==> config.mk <==
export PLATFORM = sky130hd
export DESIGN_NAME = pixel_mixer
export DESIGN_NICKNAME = d
export VERILOG_FILES = /design/src/rtl/pixmix_pkg.sv /design/src/rtl/pixmix_resolve.sv /design/src/rtl/pixmix_cram.sv /design/src/rtl/pixel_mixer.sv
export SDC_FILE = /design/constraint.sdc
export NUM_CORES = 1
export LEC_CHECK = 0
export ABC_CLOCK_PERIOD_IN_PS = 3980
export BUFFER_PORTS_ARGS = -buffer_cell sky130_fd_sc_hd__buf_2
export CELL_PAD_IN_SITES_DETAIL_PLACEMENT = 1
export CELL_PAD_IN_SITES_GLOBAL_PLACEMENT = 2
export CORE_UTILIZATION = 51
export CTS_CLUSTER_SIZE = 30
export DETAILED_ROUTE_END_ITERATION = 7
export GPL_TIMING_DRIVEN = 1
export PLACE_DENSITY = 0.87
export SETUP_SLACK_MARGIN = 0.2
export SLEW_MARGIN = 20
export SYNTH_ARGS = -nofsm -noshare
export SYNTH_HDL_FRONTEND = slang
export SYNTH_HIERARCHICAL = 1
export SYNTH_SLANG_ARGS = --single-unit
export TNS_END_PERCENT = 20
==> constraint.sdc <==
create_clock -name clk_i -period 3.98 [get_ports clk_i]
set_input_delay 0.398 -clock clk_i [delete_from_list [all_inputs] [get_ports clk_i]]
set_output_delay 0.398 -clock clk_i [all_outputs]
set_load 0.01 [all_outputs]
==> src/rtl/pixmix_pkg.sv <==
package pixmix_pkg;
  localparam int PX_W   = 7;
  localparam int CIDX_W = 6;

  typedef enum logic [2:0] {
    SRC_BG  = 3'd0,
    SRC_SPR = 3'd1,
    SRC_A   = 3'd2,
    SRC_B   = 3'd3,
    SRC_WIN = 3'd4
  } src_e;

  typedef struct packed {
    logic       prio;
    logic [1:0] pal;
    logic [3:0] col;
  } px_t;
endpackage

==> src/rtl/pixmix_resolve.sv <==
module pixmix_resolve
  import pixmix_pkg::*;
(
  input  px_t                spr_i,
  input  px_t                pla_i,
  input  px_t                plb_i,
  input  logic               a_is_win_i,
  input  logic               sh_mode_i,
  input  logic [CIDX_W-1:0]  bg_idx_i,
  output logic [CIDX_W-1:0]  idx_o,
  output logic               prio_o,
  output src_e               src_o,
  output logic               shadow_o,
  output logic               hilite_o
);
  logic spr_op, a_op, b_op, s_hi, a_hi, b_hi, sh_op;
  src_e a_src;

  assign spr_op = |spr_i.col;
  assign a_op   = |pla_i.col;
  assign b_op   = |plb_i.col;
  assign s_hi   = spr_op & spr_i.prio;
  assign a_hi   = a_op & pla_i.prio;
  assign b_hi   = b_op & plb_i.prio;
  assign a_src  = a_is_win_i ? SRC_WIN : SRC_A;
  // sprite codes 0x3E/0x3F act as operators in shadow/highlight mode
  assign sh_op  = sh_mode_i & ({spr_i.pal, spr_i.col[3:1]} == 5'b11111);

  always_comb begin
    idx_o    = bg_idx_i;
    prio_o   = 1'b0;
    src_o    = SRC_BG;
    shadow_o = 1'b0;
    hilite_o = 1'b0;
    if (sh_op) begin
      shadow_o = spr_i.col[0];
      hilite_o = ~spr_i.col[0];
      if (a_hi || (!b_hi && a_op)) begin
        idx_o = {pla_i.pal, pla_i.col}; prio_o = pla_i.prio; src_o = a_src;
      end else if (b_op) begin
        idx_o = {plb_i.pal, plb_i.col}; prio_o = plb_i.prio; src_o = SRC_B;
      end
    end else if (s_hi) begin
      idx_o = {spr_i.pal, spr_i.col}; prio_o = 1'b1; src_o = SRC_SPR;
    end else if (a_hi) begin
      idx_o = {pla_i.pal, pla_i.col}; prio_o = 1'b1; src_o = a_src;
    end else if (b_hi) begin
      idx_o = {plb_i.pal, plb_i.col}; prio_o = 1'b1; src_o = SRC_B;
    end else begin
      shadow_o = sh_mode_i & ~(pla_i.prio | plb_i.prio);
      if (spr_op) begin
        idx_o = {spr_i.pal, spr_i.col}; prio_o = spr_i.prio; src_o = SRC_SPR;
      end else if (a_op) begin
        idx_o = {pla_i.pal, pla_i.col}; prio_o = pla_i.prio; src_o = a_src;
      end else if (b_op) begin
        idx_o = {plb_i.pal, plb_i.col}; prio_o = plb_i.prio; src_o = SRC_B;
      end
    end
  end
endmodule

==> src/rtl/pixmix_cram.sv <==
module pixmix_cram #(
  parameter int ADDR_W = 6,
  parameter int DATA_W = 12
) (
  input  logic              clk_i,
  input  logic              rst_ni,
  input  logic              we_i,
  input  logic [ADDR_W-1:0] waddr_i,
  input  logic [DATA_W-1:0] wdata_i,
  input  logic [ADDR_W-1:0] raddr_i,
  output logic [DATA_W-1:0] rdata_o
);
  localparam int DEPTH = 1 << ADDR_W;
  logic [DATA_W-1:0] mem_q [DEPTH];

  always_ff @(posedge clk_i or negedge rst_ni) begin
    if (!rst_ni) begin
      for (int i = 0; i < DEPTH; i++) mem_q[i] <= '0;
    end else if (we_i) begin
      mem_q[waddr_i] <= wdata_i;
    end
  end

  assign rdata_o = mem_q[raddr_i];
endmodule

==> src/rtl/pixel_mixer.sv <==
module pixel_mixer
  import pixmix_pkg::*;
#(
  parameter int COLOR_W = 12,
  parameter int COMP_W  = 4
) (
  input  logic               clk_i,
  input  logic               rst_ni,
  input  logic               valid_i,
  input  logic [PX_W-1:0]    spr_px_i,
  input  logic [PX_W-1:0]    pla_px_i,
  input  logic [PX_W-1:0]    plb_px_i,
  input  logic [PX_W-1:0]    win_px_i,
  input  logic               win_act_i,
  input  logic               sh_mode_i,
  input  logic [CIDX_W-1:0]  bg_idx_i,
  input  logic               cram_we_i,
  input  logic [CIDX_W-1:0]  cram_addr_i,
  input  logic [COLOR_W-1:0] cram_data_i,
  output logic               valid_o,
  output logic [COLOR_W-1:0] color_o,
  output logic               prio_o,
  output logic [2:0]         src_o,
  output logic               shadow_o,
  output logic               hilite_o
);
  px_t               a_px;
  logic [CIDX_W-1:0] sel_idx;
  logic              sel_prio, sel_shadow, sel_hilite;
  src_e              sel_src;
  logic [COLOR_W-1:0] raw_col, sh_mask, mix_col;

  assign a_px = win_act_i ? px_t'(win_px_i) : px_t'(pla_px_i);

  pixmix_resolve u_resolve (
    .spr_i      (px_t'(spr_px_i)),
    .pla_i      (a_px),
    .plb_i      (px_t'(plb_px_i)),
    .a_is_win_i (win_act_i),
    .sh_mode_i  (sh_mode_i),
    .bg_idx_i   (bg_idx_i),
    .idx_o      (sel_idx),
    .prio_o     (sel_prio),
    .src_o      (sel_src),
    .shadow_o   (sel_shadow),
    .hilite_o   (sel_hilite)
  );

  pixmix_cram #(.ADDR_W(CIDX_W), .DATA_W(COLOR_W)) u_cram (
    .clk_i   (clk_i),
    .rst_ni  (rst_ni),
    .we_i    (cram_we_i),
    .waddr_i (cram_addr_i),
    .wdata_i (cram_data_i),
    .raddr_i (sel_idx),
    .rdata_o (raw_col)
  );

  // clear the lowest bit of every colour component
  for (genvar g = 0; g < COLOR_W; g++) begin : g_mask
    assign sh_mask[g] = (g % COMP_W) != 0;
  end

  assign mix_col = sh_mode_i ? (raw_col & sh_mask) : raw_col;

  always_ff @(posedge clk_i or negedge rst_ni) begin
    if (!rst_ni) begin
      valid_o  <= 1'b0;
      color_o  <= '0;
      prio_o   <= 1'b0;
      src_o    <= SRC_BG;
      shadow_o <= 1'b0;
      hilite_o <= 1'b0;
    end else begin
      valid_o <= valid_i;
      if (valid_i) begin
        color_o  <= mix_col;
        prio_o   <= sel_prio;
        src_o    <= sel_src;
        shadow_o <= sel_shadow;
        hilite_o <= sel_hilite;
      end
    end
  end
endmodule

==> impl_metrics.toml, run 1 <==
[detailed_routing]
viasPerCell = 6.312
num_vias = 22790
drc = 0
drt-pass1-iter-count = 5
ant_nets = 0
post_drt_wl_per_cell_um = 30.55
drt-total-wl_mm = 110.3
drt_iter0_markers = 1808

[placed_design]
portBuffers = 76
place_area_mm2 = 0.03971
dpl.hpwl_mm = 73.40
dp_cells = 3459
gp_congestion = 0.9349

[final_layout]
ff_latch_area_mm2 = 0.01969
final_cells = 3611
post-route-cell-area_mm2 = 0.04255
drive_above_1_share_pct = 53.35
nFillCells = 6535
area_growth_pct = 15.83
final_cell_mix = "dfrtp_1, mux2_2, buf_4"
final_nets = 2654
multi_input_area_mm2 = 0.01608
final_common_cell = "dfrtp_1"

[sta]
period_share_pct = 94.37
holdWs_ps = 213.9
setup_viol = 0
max_freq_mhz = 266.3
skew_ps = 22.76
rsz0062_at_grt = "yes"
slew_viol_final = 0
hold_violations = 0
period_minus_slack_ps = 3756
tightest_slew_ps = 1191
relSlewSlack_pct = 20.61
final.setup.tns_ps = 0

[clock_network]
cts_buffer_depth = 3
htreeDepth = 3
clock_sinks = 787
cts_tree = "done"
cts_root_buf = "clkbuf_16"
cts_buffers = 82
clock_latency_ps = 640
clk_pin_slew_ps = 60

[floorplan]
floorplan.rows = 98
die_w_um = 270.4
dieArea_mm2 = 0.07310
fp.dieH_um = 270.4
io_pins = 77
core_mm2 = 0.07136
start_util_pct = 51.47

[setup_path]
crit_required_ps = 4550
crit_family = "compound AO/OA/AOI/OAI gates"
worstSetupStartpointType = "input pin"
cp_max_fo = 13
path_class = "in2reg"
endpoint_kind = "flip-flop"
cp_slowest_cell = "or4_4"
path_cells = "buf_2 -> mux2_4 -> or4_4 -> a2111oi_0 -> o311a_1 -> o221ai_4 -> buf_12 -> buf_4 -> nand2b_1 -> buf_12 -> nor2_2 -> a211oi_1 -> o21ai_1 -> o21ai_1 -> mux2_4"
path_buf_inv = 4
r2r_slack_ps = 1810
cpPeakStageDelay_ps = 580
reg2regPathDepth = 7
r2r-end = "color_o[9]"
crit_arrival_ps = 4330
timing.rr.start = "u_cram/mem_q[693]"

[grt]
grt_antenna_before_repair = 3
grt_pass1_vias = 25330
grt_max_degree = 110
grt_overflow = 0
grt_use_total_pct = 31.18
grt_pass1_wl_mm = 169.9

[synthesis]
ys_seq_area_share_pct = 53.61
synth_ff_type = "dfrtp_1"
yosys_register_bits = 787
ys.warnings.count = 6
synth_fa_ha_area_share_pct = 0
syn_area_mm2 = 0.03673
synthDistinctLibCells = 58
syn_avg_cell_area_um2 = 15.24
synthCells = 2411
synth_edf_count = 0
synthSimpleGateAreaFrac_pct = 2.470
yosys.area_share.xor_xnor_pct = 0
synth_top_family_by_area = "multiplexers"
synth_compound_area_share_pct = 2.735
async_reset_ff_share_pct = 100.0
synth.area.mux_share_pct = 38.13
postSynthNetCount = 2469

[hold_path]
holdCritPathClass = "in2reg"
holdPathStages = 3
min-delay-start = "sh_mode_i"
min_to = "color_o[4]"

[flow_run]
max-cap-violations = 0

[power_and_ir_drop]
power.density_mw_per_mm2 = 508.3
p_total_w = 0.02163
p_leak_nw = 19.74
ir_drop_uv = 385.1

[status]
status = "finished clean"
## cell usage after synthesis (all sizes together) (2+ instances only)
library cell	number	share of area (%)
a2111oi	2	0.048
a211o	4	0.095
a211oi	16	0.33
a21o	3	0.061
a21oi	26	0.35
a2bb2oi	4	0.095
a31oi	3	0.051
and2	5	0.085
and3	2	0.037
buf	121	1.8
clkbuf	110	1.1
dfrtp	787	54
inv	9	0.092
mux2	793	24
mux2i	43	1.2
mux4	204	13
nand2	45	0.46
nand2b	3	0.051
nand3	11	0.15
nand3b	7	0.14
nor2	87	0.89
nor2b	6	0.10
nor3	10	0.14
nor3b	2	0.041
nor4	3	0.085
nor4b	4	0.095
o2111ai	2	0.048
o211ai	5	0.10
o21ai	51	0.71
o221ai	10	0.27
o22ai	4	0.068
o311a	2	0.055
o311ai	2	0.048
o32ai	4	0.095
o41a	3	0.099
o41ai	4	0.12
or3	3	0.051
or3b	2	0.048
or4	2	0.041
## how the worst max path moves through the flow
stage | from | slack [ps] | depth (start not counted) | end
after floorplan | win_act_i | -50 | 15 | color_o[6]
after global placement | win_act_i | -440 | 16 | color_o[0]
after detailed placement | win_act_i | -440 | 16 | color_o[0]
after CTS | win_act_i | 210 | 14 | color_o[5]
after global routing | win_act_i | 160 | 19 | color_o[2]
final | win_act_i | 220 | 15 | color_o[5]
## what timing repair did
| action | CTS | global route |
|---|---|---|
| setup buffers | 0 | 2 |
| resized for setup | 0 | 11 |
| setup endpoints to repair | 0 | 12 |
| hold buffers | 1 | 0 |
| hold endpoints to repair | 91 | 0 |
## routing by layer
| metal | share of wire [%] | GRT usage [%] |
|---|---|---|
| met5 | 0.010 | 0 |
| met4 | 3.5 | 11.57 |
| met3 | 5.4 | 4.739 |
| met2 | 49 | 50.32 |
| met1 | 42 | 43.00 |
## registers in the layout (all words and copies together) (netlist names)
name,count
valid_o,1
prio_o,1
hilite_o,1
shadow_o,1
src_o,3
color_o,12
u_cram/mem_q,768
## tightest hold or removal path: stages
cell and delay, ps:
buf_2 200, nand3b_1 130, o21ai_0 70
## power breakdown
group	switching [W]	total, W	internal, W
clock network	0.00325	0.00783	0.00457
logic	0.00192	0.00407	0.00216
registers	0.000656	0.00973	0.00907
total	0.00582	0.0216	0.0158
## per-stage QoR
stage	setup slack [ps]	utilization [%]
finish	224.2	59.62
global route	163.5	59.61
CTS	208.5	59.49
detailed placement	-440.3	55.64
global placement	-438.9	55.64
floorplan	-45.30	-
## area by class of cell
cell class	count	share of cell area [%]
clock buffers	119	5.720
well taps	950	2.794
repair buffers	332	6.605
diodes	3	0.01764
inverters	9	0.07940
multi-input cells	1384	37.79
flip-flops and latches	787	46.29
clock inverters	27	0.7058
## cells by family (layout without fill, tap and decap cells)
| logic type | Yosys count | count (layout) |
|---|---|---|
| AO/OA/AOI/OAI | 149 | 149 |
| buffers and inverters | 240 | 487 |
| flip-flops | 787 | 787 |
| multiplexers | 1040 | 1040 |
| other | 0 | 3 |
| AND/OR/NAND/NOR | 195 | 195 |
Note: power is estimated with default switching activity, not from simulation.
==> inputs of run 2 (changes only) <==
- ABC_AREA: unset -> 1
- CORE_UTILIZATION: 51 -> 40
- PLACE_DENSITY: 0.87 -> 0.84
==> impl_metrics.toml, run 2 <==
[sta]
hold_violations = 0
holdWs_ps = 102.9
period_share_pct = 89.03
relSlewSlack_pct = 23.57
skew_ps = 28.04
setup_viol = 0
rsz0062_at_grt = "no"
period_minus_slack_ps = 3543
slew_viol_final = 0
tightest_slew_ps = 1146
max_freq_mhz = 282.2

[floorplan]
io_pins = 77
floorplan.rows = 110
core_mm2 = 0.09001
die_w_um = 303.3
start_util_pct = 40.33
fp.dieH_um = 303.3
dieArea_mm2 = 0.09197

[clock_network]
cts_buffer_depth = 3
cts_buffers = 92
cts_root_buf = "clkbuf_16"
clock_latency_ps = 670
clk_pin_slew_ps = 60
cts_tree = "done"
htreeDepth = 3
clock_sinks = 787

[synthesis]
ys_seq_area_share_pct = 54.25
yosysMostFrequentCell = "nand2_1"
synth.area.mux_share_pct = 0
synthSimpleGateAreaFrac_pct = 29.82
synth_top_family_by_area = "simple AND/OR/NAND/NOR gates"
async_reset_ff_share_pct = 100.0
syn_avg_cell_area_um2 = 7.794
postSynthNetCount = 4716
synthCells = 4658
synth_fa_ha_area_share_pct = 0
yosys.area.top_type_share_pct = 54.25
synth_compound_area_share_pct = 11.19
ys.warnings.count = 6
yosys_register_bits = 787
synth_area_leader_cell = "dfrtp_1"
synth_ff_type = "dfrtp_1"
synth_edf_count = 0
syn_area_mm2 = 0.03630
synth_commonest_cells = "nand2_1, dfrtp_1, o21ai_0, nand3_1, clkbuf_1"
yosys.area_share.xor_xnor_pct = 0
synthDistinctLibCells = 29
synth_area_leaders = "dfrtp_1, nand2_1, o21ai_0"

[grt]
grt_use_total_pct = 28.87
grt_max_degree = 86
grt_overflow = 0
grt_pass1_vias = 32860
grt_antenna_before_repair = 5
grt_pass1_wl_mm = 203.6

[setup_path]
cp_max_fo = 43
path_class = "in2reg"
cpPeakStageDelay_ps = 420
crit_arrival_ps = 4120
worstSetupStartpointType = "input pin"
endpoint_kind = "flip-flop"
path_cells = "buf_2 -> o21ai_0 -> inv_1 -> nand2_1 -> nor3_4 -> nand2_1 -> nand2_1 -> nand2_1 -> nand2_1 -> nand2_1 -> a21oi_4 -> buf_12 -> buf_4 -> nand2_1 -> nand3_1 -> nand3_1 -> nand2_1 -> nand2_1 -> nand3_1 -> nand3_1 -> nand2_1 -> nand2_1 -> nand2_1"
path_common_cell = "nand2_1"
crit_required_ps = 4560
cp_slowest_cell = "buf_4"

[power_and_ir_drop]
ir_drop_uv = 372.1
p_leak_nw = 19.45
power.density_mw_per_mm2 = 538.1

[flow_run]
max-cap-violations = 0

[final_layout]
area_growth_pct = 14.58
final_cell_mix = "nand2_1, dfrtp_1, o21ai_0"
final_nets = 4671
largest_reg_flops = 768
final_common_cell = "nand2_1"
drive_above_1_share_pct = 8.942
largest-register = "u_cram/mem_q"
reg_top3 = "u_cram/mem_q (768), color_o (12), src_o (3)"
post-route-cell-area_mm2 = 0.04159

[detailed_routing]
ant_nets = 0
drt_iter0_markers = 2703
post_drt_wl_per_cell_um = 22.29
viasPerCell = 5.550
drt-total-wl_mm = 130.7
num_vias = 32540
drc = 0
drt-pass1-iter-count = 6

[placed_design]
gp_congestion = 0.8808
place_area_mm2 = 0.03840
dpl.hpwl_mm = 82.13
portBuffers = 76

[hold_path]
holdCritPathClass = "in2reg"

[status]
status = "finished clean"
run 2: cell count changes after synthesis, sizes merged, moves of 43 or more:
cell and delta:
buf -44, clkbuf +184, mux2 -793, mux2i -43, mux4 -204, nand2 +1884, nand3 +657, nor2 -68
o21ai +738
run 2: worst max-delay path, delay by kind of cell:
kind,cells,cell delay (ps)
buffers and inverters,4,1150
AO/OA/AOI/OAI,2,560
AND/OR/NAND/NOR,17,1940
run 2: logic make-up (layout without fill, tap and decap cells):
kind of cell	after synthesis	after routing
AO/OA/AOI/OAI	808	808
buffers and inverters	432	460
flip-flops	787	787
other	0	1
AND/OR/NAND/NOR	2631	2631
run 2: cell type report:
class,instances,area [um2]
well taps,1176,1471
inverters,61,254.0
clock inverters,27,421.7
multi-input cells,3439,14940
clock buffers,140,2756
flip-flops and latches,787,19690
fillers,10810,48420
diodes,1,2.502
repair buffers,232,2052
run 2: routing by layer:
metal	track usage, %	vias up	part of all wire, %
li1	-	15130	-
met5	0	-	0.015
met2	44.93	787	45
met3	4.219	175	5.4
met4	7.633	4	2.5
met1	42.04	16440	47
run 2: where the power goes:
group	switching (W)	internal (W)	leakage, nW	total [W]
logic	0.00256	0.00126	7.39	0.00381
registers	0.000625	0.00905	10.5	0.00968
clock network	0.00348	0.00541	1.56	0.00889
total	0.00666	0.0157	19.4	0.0224
run 2: repair_timing:
item | in CTS | in global routing
resized for setup | 0 | 0
endpoints found under the hold margin | 53 | 0
buffers inserted | 0 | 0
hold buffers | 1 | 0
run 2: through the flow:
stage	util, %	setup slack (ps)	power [W]	instances	setup TNS, ps
detailed placement	42.67	-134.0	0.01360	5694	-433.6
floorplan	-	811.0	0.01187	4658	0
CTS	46.21	524.1	0.02255	5862	0
global placement	42.66	-131.5	0.01348	5694	-368.6
global route	46.21	201.7	0.02340	5862	0
finish	46.21	436.5	0.02238	5863	0
run 2: worst paths after layout:
check | endpoint | slack (ps) | from | depth (start not counted)
worst max register to register | color_o[10] | 2210 | u_cram/mem_q[766] | 10
worst min-delay path | hilite_o | 100 | spr_px_i[0] | 4
min in group asynchronous | u_cram/mem_q[140] | 350 | rst_ni | 2
worst max-delay path | color_o[10] | 440 | win_act_i | 23
max in group asynchronous | u_cram/mem_q[699] | 2490 | rst_ni | 4
worst min register to register | shadow_o | 480 | shadow_o | 2
==> inputs of run 3 (changes only) <==
- CORE_ASPECT_RATIO: unset -> 0.8
==> impl_metrics.toml, run 3 (synthesized netlist as in run 2, its figures left out) <==
[setup_path]
crit_required_ps = 4560
reg2regPathDepth = 10
r2r-end = "color_o[3]"
r2r_slack_ps = 2310
cp_max_fo = 69
endpoint_kind = "flip-flop"
path_class = "in2reg"
worstSetupStartpointType = "input pin"
timing.rr.start = "u_cram/mem_q[747]"
crit_arrival_ps = 4140

[floorplan]
core_mm2 = 0.08963
floorplan.rows = 98
io_pins = 77
die_w_um = 338.8
start_util_pct = 40.50
fp.dieH_um = 271.5
dieArea_mm2 = 0.09197

[sta]
rsz0062_at_grt = "no"
hold_violations = 0
tightest_slew_ps = 1187
relSlewSlack_pct = 20.84
slew_viol_final = 0
setup_viol = 0
period_minus_slack_ps = 3564
holdWs_ps = 92.48
skew_ps = 24.02
period_share_pct = 89.55
max_freq_mhz = 280.6

[detailed_routing]
drt-total-wl_mm = 134.1
drt_iter0_markers = 3137
ant_nets = 0
num_vias = 32650
drt-pass1-iter-count = 5
drc = 0
viasPerCell = 5.552
post_drt_wl_per_cell_um = 22.80

[final_layout]
largest-register = "u_cram/mem_q"
reg_top3 = "u_cram/mem_q (768), color_o (12), src_o (3)"
largest_reg_flops = 768
diodes = 0
nFillCells = 10880
final_cell_mix = "nand2_1, dfrtp_1, o21ai_0"
final_nets = 4672
drive_above_1_share_pct = 8.953
area_growth_pct = 13.65
final_cells = 5880
final_common_cell = "nand2_1"

[grt]
grt_use_total_pct = 29.29
grt_antenna_before_repair = 0
grt_pass1_wl_mm = 207.6
grt_max_degree = 90
grt_overflow = 0
grt_pass1_vias = 32060

[clock_network]
clk_pin_slew_ps = 70
post-cts-setup-buffer-count = 0
cts_buffer_depth = 3
cts_buffers = 86
cts_root_buf = "clkbuf_16"
clock_sinks = 787
htreeDepth = 3
clock_latency_ps = 650
cts_tree = "done"

[hold_path]
min-delay-start = "spr_px_i[0]"
holdCritPathClass = "in2reg"
min_to = "hilite_o"
holdPathStages = 4

[power_and_ir_drop]
power.density_mw_per_mm2 = 522.9
p_leak_nw = 19.29
ir_drop_uv = 314.8

[placed_design]
portBuffers = 76
gp_congestion = 0.8876
dp_cells = 5725
dpl.hpwl_mm = 85.19

[status]
status = "finished clean"

[flow_run]
max-cap-violations = 0
## run 3: area by class of cell
class / instances / area, um2 / share of cell area [%]
Multi-Input combinational cell: 3439 / 14950 / 36.24
Timing Repair Buffer: 239 / 2092 / 5.071
Clock inverter: 26 / 242.7 / 0.5883
Clock buffer: 128 / 2521 / 6.111
Sequential cell: 787 / 19690 / 47.73
Inverter: 61 / 254.0 / 0.6156
Tap cell: 1200 / 1501 / 3.639
## run 3: worst max path at each step
stage                          from           to  depth (start not counted)
after floorplan           win_act_i   color_o[8]                         23
after global placement    win_act_i  color_o[11]                         23
after detailed placement  win_act_i   color_o[8]                         24
after CTS                 win_act_i   color_o[8]                         23
after global routing      win_act_i   color_o[0]                         24
final                     win_act_i   color_o[1]                         23
## run 3: report_power, final
group / switching (W) / internal (W)
clock network: 0.00339 / 0.00463
logic: 0.00262 / 0.00126
registers: 0.000628 / 0.00905
total: 0.00664 / 0.0149
## run 3: metal layers
metal | routed length, um | share of wire (%) | GRT usage [%]
met4 | 2456 | 1.8 | 6.025
met2 | 54690 | 41 | 40.56
met1 | 69170 | 52 | 47.72
met3 | 7746 | 5.8 | 4.118
met5 | 0 | 0 | 0
## run 3: stage by stage
stage | setup WS [ps] | cell area [um2] | power (W) | utilization [%] | setup TNS (ps)
finish | 416.0 | 41260 | 0.02157 | 46.03 | 0
global route | 298.4 | 41260 | 0.02257 | 46.03 | 0
CTS | 483.2 | 41250 | 0.02169 | 46.02 | 0
detailed placement | -180.5 | 38480 | 0.01363 | 42.93 | -1617
global placement | -162.5 | 38470 | 0.01351 | 42.92 | -1215
floorplan | 811.0 | 36300 | 0.01187 | - | 0
## run 3: critical path: stages
cell     delay (ps)
buf_2           150
buf_4           170
o21ai_0         410
inv_1           210
nand4_4         210
nand2_2         150
nand2_4         160
nand2_1          60
nand2_1          50
nand2_1          80
a21oi_4         270
buf_4           270
buf_12          320
nand2_1          80
nand3_1         130
nand3_1         140
nand2_1         210
nand2_1          90
nand3_1         110
nand3_1         140
nand2_1         110
nand2_1          60
nand2_1         100
## run 3: repair_timing
action | in CTS | in global routing
gates resized for setup | 0 | 2
endpoints found under the setup margin | 0 | 3
hold buffers | 1 | 0
endpoints found under the hold margin | 70 | 0
